**config.mk**
```make
export PLATFORM = sky130hd
export DESIGN_NAME = fault_irq_rst_agg
export DESIGN_NICKNAME = d
export VERILOG_FILES = /design/src/rtl/fira_pkg.sv /design/src/rtl/fira_flag_bank.sv /design/src/rtl/fira_rst_timer.sv /design/src/rtl/fault_irq_rst_agg.sv
export SDC_FILE = /design/constraint.sdc
export NUM_CORES = 1
export LEC_CHECK = 0
export BUFFER_PORTS_ARGS = -buffer_cell sky130_fd_sc_hd__buf_2
export CAP_MARGIN = 0
export CORE_ASPECT_RATIO = 1.75
export CORE_MARGIN = 8
export CORE_UTILIZATION = 40
export DETAILED_ROUTE_END_ITERATION = 6
export SLEW_MARGIN = 15
export SYNTH_ARGS = -nofsm -noshare
export SYNTH_HDL_FRONTEND = slang
export SYNTH_SLANG_ARGS = --single-unit
```
**constraint.sdc**
```tcl
create_clock -name clk_i -period 5.3 [get_ports clk_i]
set_clock_uncertainty 0.05 [all_clocks]
set_input_delay 1.06 -clock clk_i [delete_from_list [all_inputs] [get_ports clk_i]]
set_output_delay 1.06 -clock clk_i [all_outputs]
set_load 0.02 [all_outputs]
```
**src/rtl/fira_pkg.sv**
```systemverilog
package fira_pkg;
  localparam int NFLT    = 6;
  localparam int FLAG_W  = NFLT + 1;
  localparam int SUM_BIT = NFLT;
  localparam logic [NFLT-1:0] RST_CLASS = 6'b001111;
  localparam int DLY_LSB = 4;

  typedef enum logic [1:0] {
    A_FLAGS = 2'd0,
    A_CTRL  = 2'd1,
    A_STAT  = 2'd2,
    A_RSVD  = 2'd3
  } reg_addr_e;
endpackage

```
**src/rtl/fira_flag_bank.sv**
```systemverilog
module fira_flag_bank #(
  parameter int W = 7
) (
  input  logic         clk_i,
  input  logic         rst_ni,
  input  logic [W-1:0] set_i,
  input  logic [W-1:0] clr_i,
  output logic [W-1:0] flags_o,
  output logic [W-1:0] flags_nxt_o
);
  logic [W-1:0] flags_q;
  logic [W-1:0] flags_d;

  for (genvar k = 0; k < W; k++) begin : g_bit
    always_comb begin
      flags_d[k] = flags_q[k];
      if (clr_i[k]) flags_d[k] = 1'b0;
      if (set_i[k]) flags_d[k] = 1'b1;
    end

    always_ff @(posedge clk_i or negedge rst_ni) begin
      if (!rst_ni) flags_q[k] <= 1'b0;
      else         flags_q[k] <= flags_d[k];
    end
  end

  assign flags_o     = flags_q;
  assign flags_nxt_o = flags_d;
endmodule

```
**src/rtl/fira_rst_timer.sv**
```systemverilog
module fira_rst_timer #(
  parameter int DLY_W    = 4,
  parameter int TICK_DIV = 4
) (
  input  logic             clk_i,
  input  logic             rst_ni,
  input  logic             pend_i,
  input  logic [DLY_W-1:0] dly_i,
  output logic             hold_o
);
  localparam int CNT_W = (1 << DLY_W) - 1;
  localparam int PRE_W = (TICK_DIV > 1) ? $clog2(TICK_DIV) : 1;
  localparam logic [PRE_W-1:0] PRE_LAST = PRE_W'(TICK_DIV - 1);

  logic             hold_q, hold_d;
  logic [CNT_W-1:0] cnt_q, cnt_d;
  logic [PRE_W-1:0] pre_q, pre_d;
  logic             tick;
  logic [CNT_W:0]   lim_full;
  logic             done;

  assign tick     = hold_q && (pre_q == PRE_LAST);
  assign lim_full = (CNT_W + 1)'(1) << dly_i;
  assign done     = ({1'b0, cnt_q} >= (lim_full - 1'b1));

  always_comb begin
    hold_d = hold_q;
    cnt_d  = cnt_q;
    pre_d  = pre_q;
    if (pend_i) begin
      hold_d = 1'b1;
      cnt_d  = '0;
      pre_d  = '0;
    end else if (hold_q) begin
      pre_d = tick ? '0 : pre_q + 1'b1;
      if (tick) begin
        if (done) hold_d = 1'b0;
        else      cnt_d  = cnt_q + 1'b1;
      end
    end
  end

  always_ff @(posedge clk_i or negedge rst_ni) begin
    if (!rst_ni) begin
      hold_q <= 1'b1;
      cnt_q  <= '0;
      pre_q  <= '0;
    end else begin
      hold_q <= hold_d;
      cnt_q  <= cnt_d;
      pre_q  <= pre_d;
    end
  end

  assign hold_o = hold_q;
endmodule

```
**src/rtl/fault_irq_rst_agg.sv**
```systemverilog
module fault_irq_rst_agg #(
  parameter int DLY_W    = 4,
  parameter int TICK_DIV = 4
) (
  input  logic       clk_i,
  input  logic       rst_ni,
  input  logic [5:0] fault_i,
  input  logic       wr_en_i,
  input  logic [1:0] addr_i,
  input  logic [7:0] wdata_i,
  output logic [7:0] rdata_o,
  output logic       irq_no,
  output logic       rst_no
);
  import fira_pkg::*;

  logic [FLAG_W-1:0] flags_q, flags_nxt, set_vec, clr_vec;
  logic              force_q, force_d;
  logic [DLY_W-1:0]  dly_q, dly_d;
  logic              ctrl_we, flag_we;
  logic              irq_q, irq_d;
  logic              hold;

  assign flag_we = wr_en_i && (addr_i == A_FLAGS);
  assign ctrl_we = wr_en_i && (addr_i == A_CTRL);
  assign set_vec = {|fault_i, fault_i};
  assign clr_vec = flag_we ? wdata_i[FLAG_W-1:0] : '0;

  fira_flag_bank #(.W(FLAG_W)) u_flags (
    .clk_i      (clk_i),
    .rst_ni     (rst_ni),
    .set_i      (set_vec),
    .clr_i      (clr_vec),
    .flags_o    (flags_q),
    .flags_nxt_o(flags_nxt)
  );

  always_comb begin
    force_d = force_q;
    dly_d   = dly_q;
    if (ctrl_we) begin
      force_d = wdata_i[0];
      dly_d   = wdata_i[DLY_LSB +: DLY_W];
    end
    irq_d = (|flags_nxt) | force_d;
  end

  always_ff @(posedge clk_i or negedge rst_ni) begin
    if (!rst_ni) begin
      force_q <= 1'b0;
      dly_q   <= '0;
      irq_q   <= 1'b0;
    end else begin
      force_q <= force_d;
      dly_q   <= dly_d;
      irq_q   <= irq_d;
    end
  end

  fira_rst_timer #(.DLY_W(DLY_W), .TICK_DIV(TICK_DIV)) u_timer (
    .clk_i (clk_i),
    .rst_ni(rst_ni),
    .pend_i(|(flags_q[NFLT-1:0] & RST_CLASS)),
    .dly_i (dly_q),
    .hold_o(hold)
  );

  assign irq_no = ~irq_q;
  assign rst_no = ~hold;

  always_comb begin
    rdata_o = '0;
    case (addr_i)
      A_FLAGS: rdata_o[FLAG_W-1:0] = flags_q;
      A_CTRL: begin
        rdata_o[0]                 = force_q;
        rdata_o[DLY_LSB +: DLY_W]  = dly_q;
      end
      A_STAT:  rdata_o[1:0] = {rst_no, irq_no};
      default: rdata_o = '0;
    endcase
  end
endmodule

```
==> results by group <==
Run status
  – Result of the run: complete, no violations

Timing
  – Min Hold Slack: about 0.47 ns
  – Time the worst path needs with I/O delays and setup: ~4.3 ns
  – Actual slew at the worst max-slew pin: 0.801 ns
  – Unrepaired setup endpoints after global routing: false
  – Period utilisation layout: 0.806
  – Slew HR: 0.452
  – Hold Vio Cnt, Final: 0
  – Final setup TNS: 0 ns
  – Setup Viol. Count Final: 0
  – Final slew viol count: 0
  – Maximum frequency from static timing analysis: roughly 0.23 GHz

Finish
  – Most used cells in the layout excluding fill and tap cells: sky130_fd_sc_hd__nand2_1, sky130_fd_sc_hd__dfrtp_1, sky130_fd_sc_hd__buf_2
  – Final-stage net count: 314
  – Most common cell after layout, fill and taps aside: sky130_fd_sc_hd__nand2_1
  – Layout area overhead: 14.1%
  – Final-layout fill cell count: approximately 550
  – Multi-input logic area: between 1000 and 1500 um^2
  – Count of inserted antenna diode cells: 0
  – Storage element area: ~800 um^2
  – Share of final-layout standard cells stronger than drive strength 1: 0.155

Clock tree
  – Clk pin slew, worst setup/hold paths: around 0.070 ns
  – Buffer cell driving the clock tree root: sky130_fd_sc_hd__clkbuf_8
  – Postcts setup bufs: 0
  – TritonCTS Sinks: 31
  – Clock latency at the later pin of the worst-skew pair: around 0.29 ns
  – Count of hold buffers inserted by post-cts repair: 0
  – Clock tree from TritonCTS: built
  – # H-tree levels: 2
  – Post-cts resize count: 0
  – Number of buffers on the longest clock path: 2
  – Number of CTS-inserted buffers: 5

Yosys
  – Largest cells by area after synthesis: sky130_fd_sc_hd__dfrtp_1, sky130_fd_sc_hd__ha_1, sky130_fd_sc_hd__nand2_1, sky130_fd_sc_hd__a21oi_1, sky130_fd_sc_hd__or4_1
  – Synthesized netlist net count: between 200 and 300
  – Area fraction of the dominant cell type after synthesis: 0.339
  – Count of unique library cells instantiated by Yosys: 43
  – Post-synthesis sequential area ratio: 0.351
  – Post-Syn Area per Cell: a little under 9 um^2
  – Async S/R FF share, synth: 1.00
  – Synthesized area: 2210 um^2
  – Most common flop cell mapped by yosys: sky130_fd_sc_hd__dfrtp_1
  – Cell count after synthesis: between 200 and 300
  – Register bit count reported by yosys: 31
  – Total number of yosys warnings: 0
  – Post-synth top area cell: sky130_fd_sc_hd__dfrtp_1
  – EDFF count, synth: 0

Detailed routing
  – Wire per inst: about 17 um
  – Drc violations: 0
  – Number of nets still failing antenna checks after routing: 0
  – Via density per instance: 5.71
  – Drt first-iter violations: 39
  – Total iterations of the first detailed-routing run: 4
  – Total Wirelength: about 5900 um
  – Via count: a little over 2,000

Global route
  – Remaining global-route overflow: 0
  – Vias in the first global route: 2,058
  – Global-route wire length before repair: just under 10,000 um
  – Pin count of the biggest net entering global routing: 32
  – Antenna violations before repair: 0
  – Tot GR Track Use: 0.154

Place
  – I/O Buffers: 28
  – RD Place Congestion: 0.847
  – DPL Wire Length: 4700 um

Worst setup path
  – Cell with the largest stage delay on the worst path: sky130_fd_sc_hd__a2111oi_0
  – Biggest cell delay along the critical path: 0.74 ns
  – Arrival time worst endpoint: between 4 and 5 ns
  – Buffers plus inverters on the worst setup path: 0
  – Largest fanout on the critical path: 13
  – Worst setup SP type: register
  – Sequence of cells on the critical path: or2_0, nor2_1, nand2_1, ha_1, or2_1, nor2_1, a21oi_1, o21a_1, ha_1, a21o_1, a2111oi_0, nand4_1, or4_1, a21oi_1
  – Cell family with the largest share of critical-path delay: simple AND/OR/NAND/NOR gates
  – Type of the setup path with the least slack: register to register
  – Required time reported for the critical path endpoint: between 5 and 6 ns
  – Critical path endpoint category: register

Die
  – # IOs: 29
  – Starting Density: 0.406
  – Die area: approximately 8300 um^2
  – Count of standard-cell rows: 36
  – Core Box Area: approximately 5500 um^2
  – Horizontal die dimension: 72.2 um
  – Y dimension of the die: around 110 um

Pwr
  – Worst vdd ir: 0.187 mV
  – Power per cell area: roughly 240 nW/um^2
  – Static leakage: 0.00107 uW

Flow run
  – Max-cap viol count: 0

Min path
  – Min-delay worst type: register to register
-- metal layers --
layer	routed length [um]	global-route usage
met4	206	0.0892
met5	0	0
met2	3280	0.279
met3	184	0.0316
met1	2230	0.155
-- cells by family (layout without fill, tap and decap cells) --
group	after synthesis	count (layout)	share of synthesized area
simple gates	101	101	0.244
mux	14	14	0.0661
fa+ha+maj	18	18	0.102
compound gates	67	67	0.199
buf+inv	20	46	0.0345
flops	31	31	0.351
xor+xnor	1	1	0.00396
-- synth_stat cells (2+ instances only) --
library cell                number
sky130_fd_sc_hd__a2111oi_0       2
sky130_fd_sc_hd__a21boi_1        2
sky130_fd_sc_hd__a21o_1          7
sky130_fd_sc_hd__a21oi_1        23
sky130_fd_sc_hd__a22oi_1         2
sky130_fd_sc_hd__and3_1          3
sky130_fd_sc_hd__buf_1           2
sky130_fd_sc_hd__clkbuf_1       10
sky130_fd_sc_hd__dfrtp_1        30
sky130_fd_sc_hd__ha_1           18
sky130_fd_sc_hd__inv_1           7
sky130_fd_sc_hd__mux2_1          5
sky130_fd_sc_hd__mux2i_1         9
sky130_fd_sc_hd__nand2_1        31
sky130_fd_sc_hd__nand2b_1        4
sky130_fd_sc_hd__nand3_1        11
sky130_fd_sc_hd__nand4_1         5
sky130_fd_sc_hd__nor2_1         12
sky130_fd_sc_hd__nor3_1          4
sky130_fd_sc_hd__nor3b_1         3
sky130_fd_sc_hd__nor4_1          7
sky130_fd_sc_hd__o21a_1          4
sky130_fd_sc_hd__o21ai_0         4
sky130_fd_sc_hd__o21ai_1         3
sky130_fd_sc_hd__o31a_1          2
sky130_fd_sc_hd__o31ai_1        11
sky130_fd_sc_hd__or2_1           2
sky130_fd_sc_hd__or4_1          14
-- worst paths after layout --
path,from,end,slack (ns),depth (start not counted)
setup / recovery,dly_q[1],u_timer.cnt_q[10],1.03,14
hold / removal,u_flags.flags_o[4],u_flags.flags_o[4],0.47,1
setup reg to reg,dly_q[1],u_timer.cnt_q[10],1.03,14
hold reg to reg,u_flags.flags_o[4],u_flags.flags_o[4],0.47,1
max in group asynchronous,rst_ni,u_timer.cnt_q[2],3.96,1
min in group asynchronous,rst_ni,u_timer.cnt_q[13],0.76,1
-- flip-flops by register name, summed over array words and instances (netlist names) --
| name | cells |
|---|---|
| u_timer.cnt_q | 15 |
| u_flags.flags_o | 7 |
| dly_q | 4 |
| u_timer.pre_q | 2 |
| force_q | 1 |
| irq_q | 1 |
| u_timer.hold_o | 1 |
-- power by group --
group	switching (uW)	internal, uW
logic	81.4	57.9
registers	20.0	245
clock network	94.9	118
total	196	421
-- cell type report --
cell class                      count  share of cell area
Multi-Input combinational cell    201               0.539
Clock buffer                        7              0.0382
Timing Repair Buffer               31              0.0644
Sequential cell                    31               0.308
Clock inverter                      1             0.00297
Tap cell                           76              0.0377
Inverter                            7              0.0104
-- stage by stage --
| stage | setup slack, ns | cell area, um^2 | instances | power (uW) | utilization |
|---|---|---|---|---|---|
| after floorplan | 1.65 | 2210 | 252 | 369 | - |
| after global placement | 1.21 | 2420 | 346 | 409 | 0.444 |
| after detailed placement | 1.08 | 2420 | 346 | 410 | 0.444 |
| after CTS | 1.06 | 2520 | 354 | 625 | 0.463 |
| after global routing | 0.595 | 2520 | 354 | 651 | 0.463 |
| final | 1.03 | 2520 | 354 | 618 | 0.463 |
(Power assumes the default switching activity.)
